===== src/rtl/cfg_idx_pkg.sv =====
package cfg_idx_pkg;

    // Selection machine states
    typedef enum logic {
        IDX_CLEAR,
        IDX_ARMED
    } idx_state_e;

    // Decoded bus operation for one cycle
    typedef enum logic [2:0] {
        OP_NONE,
        OP_IDX_WR,
        OP_IDX_RD,
        OP_DAT_WR,
        OP_DAT_RD
    } bus_op_e;

    // Power-on contents of each register, by register index
    function automatic logic [7:0] reg_default(input int idx);
        case (idx)
            'h01:    return 8'hC0;
            'h71:    return 8'h01;
            'h72:    return 8'hFF;
            default: return 8'h00;
        endcase
    endfunction

endpackage


===== src/rtl/cfg_idx_decode.sv =====
module cfg_idx_decode
    import cfg_idx_pkg::*;
#(
    parameter int ADDR_W    = 16,
    parameter int BASE_ADDR = 'h22
) (
    input  logic [ADDR_W-1:0] addr_i,
    input  logic              wr_i,
    input  logic              rd_i,
    output bus_op_e           op_o
);
    localparam logic [ADDR_W-1:0] BASE_V = ADDR_W'(BASE_ADDR);

    logic pair_hit;
    assign pair_hit = (addr_i[ADDR_W-1:1] == BASE_V[ADDR_W-1:1]);

    // Write wins over read when both strobes are present
    always_comb begin
        op_o = OP_NONE;
        if (pair_hit) begin
            if (wr_i) begin
                if (addr_i[0]) op_o = OP_DAT_WR;
                else           op_o = OP_IDX_WR;
            end else if (rd_i) begin
                if (addr_i[0]) op_o = OP_DAT_RD;
                else           op_o = OP_IDX_RD;
            end
        end
    end
endmodule


===== src/rtl/cfg_idx_slot.sv =====
module cfg_idx_slot #(
    parameter int DATA_W   = 8,
    parameter int LO_IDX   = 'h01,
    parameter int HI_BASE  = 'h70,
    parameter int HI_COUNT = 7,
    parameter int SLOT_W   = 3
) (
    input  logic [DATA_W-1:0] idx_i,
    output logic              valid_o,
    output logic [SLOT_W-1:0] slot_o
);
    localparam logic [DATA_W-1:0] LO_V  = DATA_W'(LO_IDX);
    localparam logic [DATA_W-1:0] HI_V  = DATA_W'(HI_BASE);
    localparam logic [DATA_W-1:0] CNT_V = DATA_W'(HI_COUNT);

    logic [DATA_W-1:0] off;
    logic              in_hi;

    assign off   = idx_i - HI_V;
    assign in_hi = (idx_i >= HI_V) && (off < CNT_V);

    // Slot 0 is the lone low register, slots 1.. are the contiguous run
    always_comb begin
        if (idx_i == LO_V) begin
            valid_o = 1'b1;
            slot_o  = '0;
        end else if (in_hi) begin
            valid_o = 1'b1;
            slot_o  = off[SLOT_W-1:0] + SLOT_W'(1);
        end else begin
            valid_o = 1'b0;
            slot_o  = '0;
        end
    end
endmodule


===== src/rtl/cfg_idx_fsm.sv =====
module cfg_idx_fsm
    import cfg_idx_pkg::*;
#(
    parameter int DATA_W = 8,
    parameter int SLOT_W = 3
) (
    input  logic              clk,
    input  logic              rst,
    input  bus_op_e           op_i,
    input  logic [DATA_W-1:0] wdata_i,
    input  logic              cand_valid_i,
    input  logic [SLOT_W-1:0] cand_slot_i,
    output logic [DATA_W-1:0] idx_q,
    output logic [SLOT_W-1:0] slot_q,
    output logic              armed_o
);
    idx_state_e        state_q, state_d;
    logic [DATA_W-1:0] idx_d;
    logic [SLOT_W-1:0] slot_d;

    // State register
    always_ff @(posedge clk) begin
        if (rst) begin
            state_q <= IDX_CLEAR;
            idx_q   <= '0;
            slot_q  <= '0;
        end else begin
            state_q <= state_d;
            idx_q   <= idx_d;
            slot_q  <= slot_d;
        end
    end

    // Transitions: arm, rearm, consume
    always_comb begin
        state_d = state_q;
        idx_d   = idx_q;
        slot_d  = slot_q;
        unique case (state_q)
            IDX_CLEAR: begin
                if (op_i == OP_IDX_WR && cand_valid_i) begin
                    state_d = IDX_ARMED;
                    idx_d   = wdata_i;
                    slot_d  = cand_slot_i;
                end
            end
            IDX_ARMED: begin
                if (op_i == OP_IDX_WR && cand_valid_i) begin
                    idx_d  = wdata_i;
                    slot_d = cand_slot_i;
                end else if (op_i == OP_DAT_WR || op_i == OP_DAT_RD) begin
                    state_d = IDX_CLEAR;
                    idx_d   = '0;
                    slot_d  = '0;
                end
            end
        endcase
    end

    // Outputs
    always_comb begin
        armed_o = (state_q == IDX_ARMED);
    end
endmodule


===== src/rtl/cfg_reg_bank.sv =====
module cfg_reg_bank
    import cfg_idx_pkg::*;
#(
    parameter int DATA_W    = 8,
    parameter int NUM_SLOTS = 8,
    parameter int SLOT_W    = 3,
    parameter int LO_IDX    = 'h01,
    parameter int HI_BASE   = 'h70
) (
    input  logic                             clk,
    input  logic                             rst,
    input  logic                             we_i,
    input  logic [SLOT_W-1:0]                slot_i,
    input  logic [DATA_W-1:0]                wdata_i,
    output logic [NUM_SLOTS-1:0][DATA_W-1:0] regs_o
);
    for (genvar s = 0; s < NUM_SLOTS; s++) begin : g_slot
        localparam int               REG_IDX = (s == 0) ? LO_IDX : HI_BASE + s - 1;
        localparam logic [DATA_W-1:0] DEF    = DATA_W'(reg_default(REG_IDX));

        logic [DATA_W-1:0] q;

        always_ff @(posedge clk) begin
            if (rst)
                q <= DEF;
            else if (we_i && slot_i == SLOT_W'(s))
                q <= wdata_i;
        end

        assign regs_o[s] = q;
    end
endmodule


===== src/rtl/cfg_idx_port.sv =====
module cfg_idx_port
    import cfg_idx_pkg::*;
#(
    parameter int ADDR_W    = 16,
    parameter int DATA_W    = 8,
    parameter int BASE_ADDR = 'h22,
    parameter int LO_IDX    = 'h01,
    parameter int HI_BASE   = 'h70,
    parameter int HI_COUNT  = 7
) (
    input  logic              clk,
    input  logic              rst,
    input  logic [ADDR_W-1:0] bus_addr,
    input  logic [DATA_W-1:0] bus_wdata,
    input  logic              bus_wr,
    input  logic              bus_rd,
    output logic [DATA_W-1:0] bus_rdata
);
    localparam int NUM_SLOTS = HI_COUNT + 1;
    localparam int SLOT_W    = $clog2(NUM_SLOTS);

    bus_op_e                          op;
    logic                             cand_valid;
    logic [SLOT_W-1:0]                cand_slot;
    logic [DATA_W-1:0]                idx_q;
    logic [SLOT_W-1:0]                slot_q;
    logic                             armed;
    logic                             bank_we;
    logic [NUM_SLOTS-1:0][DATA_W-1:0] regs_q;

    cfg_idx_decode #(
        .ADDR_W   (ADDR_W),
        .BASE_ADDR(BASE_ADDR)
    ) decode_i (
        .addr_i(bus_addr),
        .wr_i  (bus_wr),
        .rd_i  (bus_rd),
        .op_o  (op)
    );

    cfg_idx_slot #(
        .DATA_W  (DATA_W),
        .LO_IDX  (LO_IDX),
        .HI_BASE (HI_BASE),
        .HI_COUNT(HI_COUNT),
        .SLOT_W  (SLOT_W)
    ) slot_i (
        .idx_i  (bus_wdata),
        .valid_o(cand_valid),
        .slot_o (cand_slot)
    );

    cfg_idx_fsm #(
        .DATA_W(DATA_W),
        .SLOT_W(SLOT_W)
    ) fsm_i (
        .clk         (clk),
        .rst         (rst),
        .op_i        (op),
        .wdata_i     (bus_wdata),
        .cand_valid_i(cand_valid),
        .cand_slot_i (cand_slot),
        .idx_q       (idx_q),
        .slot_q      (slot_q),
        .armed_o     (armed)
    );

    assign bank_we = (op == OP_DAT_WR) && armed;

    cfg_reg_bank #(
        .DATA_W   (DATA_W),
        .NUM_SLOTS(NUM_SLOTS),
        .SLOT_W   (SLOT_W),
        .LO_IDX   (LO_IDX),
        .HI_BASE  (HI_BASE)
    ) bank_i (
        .clk    (clk),
        .rst    (rst),
        .we_i   (bank_we),
        .slot_i (slot_q),
        .wdata_i(bus_wdata),
        .regs_o (regs_q)
    );

    // Registered read-back
    always_ff @(posedge clk) begin
        if (rst) begin
            bus_rdata <= '0;
        end else begin
            unique case (op)
                OP_IDX_RD: bus_rdata <= idx_q;
                OP_DAT_RD: bus_rdata <= armed ? regs_q[slot_q] : '1;
                default:   bus_rdata <= bus_rdata;
            endcase
        end
    end
endmodule


===== config.mk =====
export PLATFORM = sky130hd
export DESIGN_NAME = cfg_idx_port
export DESIGN_NICKNAME = d
export VERILOG_FILES = /design/src/rtl/cfg_idx_pkg.sv /design/src/rtl/cfg_idx_decode.sv /design/src/rtl/cfg_idx_slot.sv /design/src/rtl/cfg_idx_fsm.sv /design/src/rtl/cfg_reg_bank.sv /design/src/rtl/cfg_idx_port.sv
export SDC_FILE = /design/constraint.sdc
export NUM_CORES = 1
export LEC_CHECK = 0
export ABC_CLOCK_PERIOD_IN_PS = 2060
export BUFFER_PORTS_ARGS = -buffer_cell sky130_fd_sc_hd__buf_2
export CORE_MARGIN = 2
export CORE_UTILIZATION = 40
export DETAILED_ROUTE_END_ITERATION = 8
export GPL_ROUTABILITY_DRIVEN = 0
export PLACE_DENSITY = 0.6
export SYNTH_ARGS = -nofsm -noshare
export SYNTH_HDL_FRONTEND = slang
export SYNTH_SLANG_ARGS = --single-unit

===== constraint.sdc =====
create_clock -name clk -period 2.06 [get_ports clk]
set_input_delay 0.103 -clock clk [delete_from_list [all_inputs] [get_ports clk]]
set_output_delay 0.103 -clock clk [all_outputs]
set_load 0.005 [all_outputs]

==> results.md <==
- Peak VDD IR: 327.4 uV
- Critical path depth: 5
- Core Area: roughly 9300 sq um
- Syn Area/Cell: slightly above 9 sq um
- Worst Setup Start Kind: flip-flop
- Syn Nets: 451
- Via count: 3012
- CP delay by family, top: simple AND/OR/NAND/NOR gates
- Reg2reg start: fsm_i.slot_q[0]
- Site row count: 35
- Peak Freq: 0.5939 GHz
- # fillers: 928
- WP buf/inv: 1
- ANT nets after route: 0
- Die H: slightly above 100 um
- Status: complete, no violations
- Net count, final: approximately 470
- CP Capture Type: flip-flop
- Power density cells: approximately 710 nW/um^2
- Post-CTS repair timing setup buffer count: 0
- Top-count cell post-synth: nand2_1
- Sequential Power Share: roughly 53%
- Post-DP HPWL: 6529 um
- CP Data Required Time: 2.34 ns
- Cell mode on critical path: and3_1
- Hold buffers post-CTS: 0
- Initial antenna violation count: 0
- Buffer levels on the longest clock path: 2
- RSZ-0062 raised after global routing: no
- Congestion Overflow GR: 0
- Crit path from: fsm_i.slot_q[0]
- Post-CTS Resized: 0
- Cell-internal power: 2.409 mW
- WS Path Type: flip-flop to flip-flop
- Initial Utilization: 41.61%
- # diodes: 0
- Slew margin rel.: 63.41%
- Skew-Pair Late Insertion Delay: 0.35 ns
- Slowest cell on crit path: and3_1
- CTS Sinks: 84
- Router iterations before antenna repair: 4
- Number of synthesized flops with an enable pin: 0
- P_leak: 1.713 nW
- R2r endpoint: bank_i.g_slot[5].q[2]
- CP peak stage delay: around 0.43 ns
- Fin Clk Skew: 0.008293 ns
- Final setup TNS: 0 ns
- Part of the cycle the worst path needs: 81.74%
- Logic pwr share: 4.0%
- DRC: 0
- Max FO, Critical Path: 10
- Clk slew on worst S/H paths: 0.09 ns
- H-tree depth: 3
- Synth Warn #: 0
- Synth top area share: a little over two fifths
- Iteration-0 DRC Markers: between 150 and 200
- Via density: 5.220
- CTS Root Cell: clkbuf_8
- Mapped Cells: 421
- Count of pins over their slew limit: 0
- Yosys cell types: 43
- Flop2flop setup slack: approximately 0.38 ns
- Vias in the first global route: 3000
- Max-cap viol count: 0
- CP cell instances: buf_4 -> and3_1 -> and3_1 -> nand2_1 -> a21oi_1
- Register area share after synthesis: 43.33%
- DR WL/cell: 16.16 um
- Cell area after synthesis: 3881 sq um
- Post-synth top area cell: dfxtp_1
- FFs w/ async S/R, synth: 0%
- First-pass GRT wire length: 15660 um
- Final Critical Period: 1.684 ns
- Die ar.: 10510 sq um
- Area Growth Syn to Fin: 10.86%
- Switching power: roughly 0.66 mW
- Share of cells above drive strength 1: 21.21%
- Final setup fails: 0
- Clk pwr share: 43.1%
- Ports: 36
- Hold Fails Final Rpt: 0
- CTS tree: yes
- Synth area leaders: dfxtp_1, nand2_1, mux4_2, mux2i_1, a21oi_1
- Die X-Extent: 102.5 um
- CTS Buf Count: 9
- Pin count of the biggest net entering global routing: 34
- Final hold slack: 0.1172 ns
- WP data arrival: roughly 2.0 ns
- Sw frac: 21.43%
- Synth Flop Type: dfxtp_1
- Synth Register Bits: 84
- PortBufs: 35
- Routed WL: 9324 um
- Total global-route track usage: 19.80%
- Reg2reg path depth: 5
- End of the critical path: bank_i.g_slot[5].q[2]
- Worst hold path type: input port to flip-flop
- Worst-margin pin slew: 0.5489 ns
- Top cells by count, synth: nand2_1, dfxtp_1, a21oi_1
cell type report:
type                    instances  area (sq um)  share of cell area [%]
well taps                     129         161.4                   3.751
clock buffers                  12         155.1                   3.606
flip-flops and latches         84          1682                   39.08
repair buffers                 47         265.3                   6.165
multi-input cells             289          1922                   44.66
inverters                      13         48.80                   1.134
clock inverters                 3         68.82                   1.599
worst reg2reg max path, stage by stage, from the launching register on:
cell     delay [ns]
dfxtp_1        0.34
buf_4          0.22
and3_1         0.36
and3_1         0.43
nand2_1        0.10
a21oi_1        0.17
stage by stage:
step                cells  instance area [sq um]  total power, mW  setup WS (ns)  util [%]
finish                577                   4303            3.067         0.3762     46.13
global route          577                   4303            3.191         0.1880     46.13
CTS                   577                   4303            3.103         0.3524     46.13
detailed placement    562                   4079            1.783         0.3011     43.73
global placement      562                   4079            1.781         0.2915     43.73
floorplan             421                   3881            1.730         0.4736         -
routing by layer:
layer  share of wire [%]  GRT usage [%]
met2                  47          30.32
met4                 1.4          8.103
met1                  47          27.93
met3                 5.2          3.186
met5                   0              0
worst min path at each step:
stage	start	cells past startpoint	end	slack, ns
6_report	bus_wdata[1]	3	bank_i.g_slot[1].q[1]	0.12
5_1_grt	bus_wdata[6]	3	bank_i.g_slot[2].q[6]	0.11
4_1_cts	bus_wdata[7]	3	bank_i.g_slot[1].q[7]	0.1
3_5_place_dp	fsm_i.idx_q[7]	2	fsm_i.idx_q[7]	0.42
3_3_place_gp	fsm_i.idx_q[7]	2	fsm_i.idx_q[7]	0.42
2_1_floorplan	bus_wdata[0]	2	fsm_i.slot_q[1]	0.31
layout by cell type, fill, tap and decap left out, drive strengths merged, types with 2 or more instances in the layout:
master / instances
a211o: 2
a21oi: 41
a311o: 8
and3: 8
and4: 2
buf: 47
bufinv: 2
clkbuf: 12
dfxtp: 84
ha: 2
inv: 13
mux2i: 22
mux4: 16
nand2: 105
nand2b: 2
nand3: 6
nand3b: 10
nand4: 4
nor2: 37
nor2b: 2
nor4: 2
nor4b: 2
o21ai: 7
o22ai: 3
o32ai: 2
cells by family after synthesis:
kind of cell	after synthesis	synth area share (%)
multiplexers	38	15.02
AND/OR/NAND/NOR	184	23.37
adder cells (fa/ha/maj)	2	0.6446
flip-flops	84	43.33
buffers and inverters	48	7.157
AO/OA/AOI/OAI	65	10.48
flip-flops by register name, indices dropped and copies added, names as in the netlist:
register and flops:
fsm_i.armed_o 1, bank_i.g_slot.q 64, bus_rdata 8, fsm_i.idx_q 8
fsm_i.slot_q 3
power by group through the flow:
| stage | Combinational, mW | Sequential [mW] | Clock, mW |
|---|---|---|---|
| final | 0.123 | 1.62 | 1.32 |
| after CTS | 0.123 | 1.62 | 1.36 |
| after floorplan | 0.0701 | 1.66 | 0 |
| after detailed placement | 0.122 | 1.66 | 0 |
| after global routing | 0.134 | 1.62 | 1.44 |
| after global placement | 0.121 | 1.66 | 0 |
(Power assumes the default switching activity.)
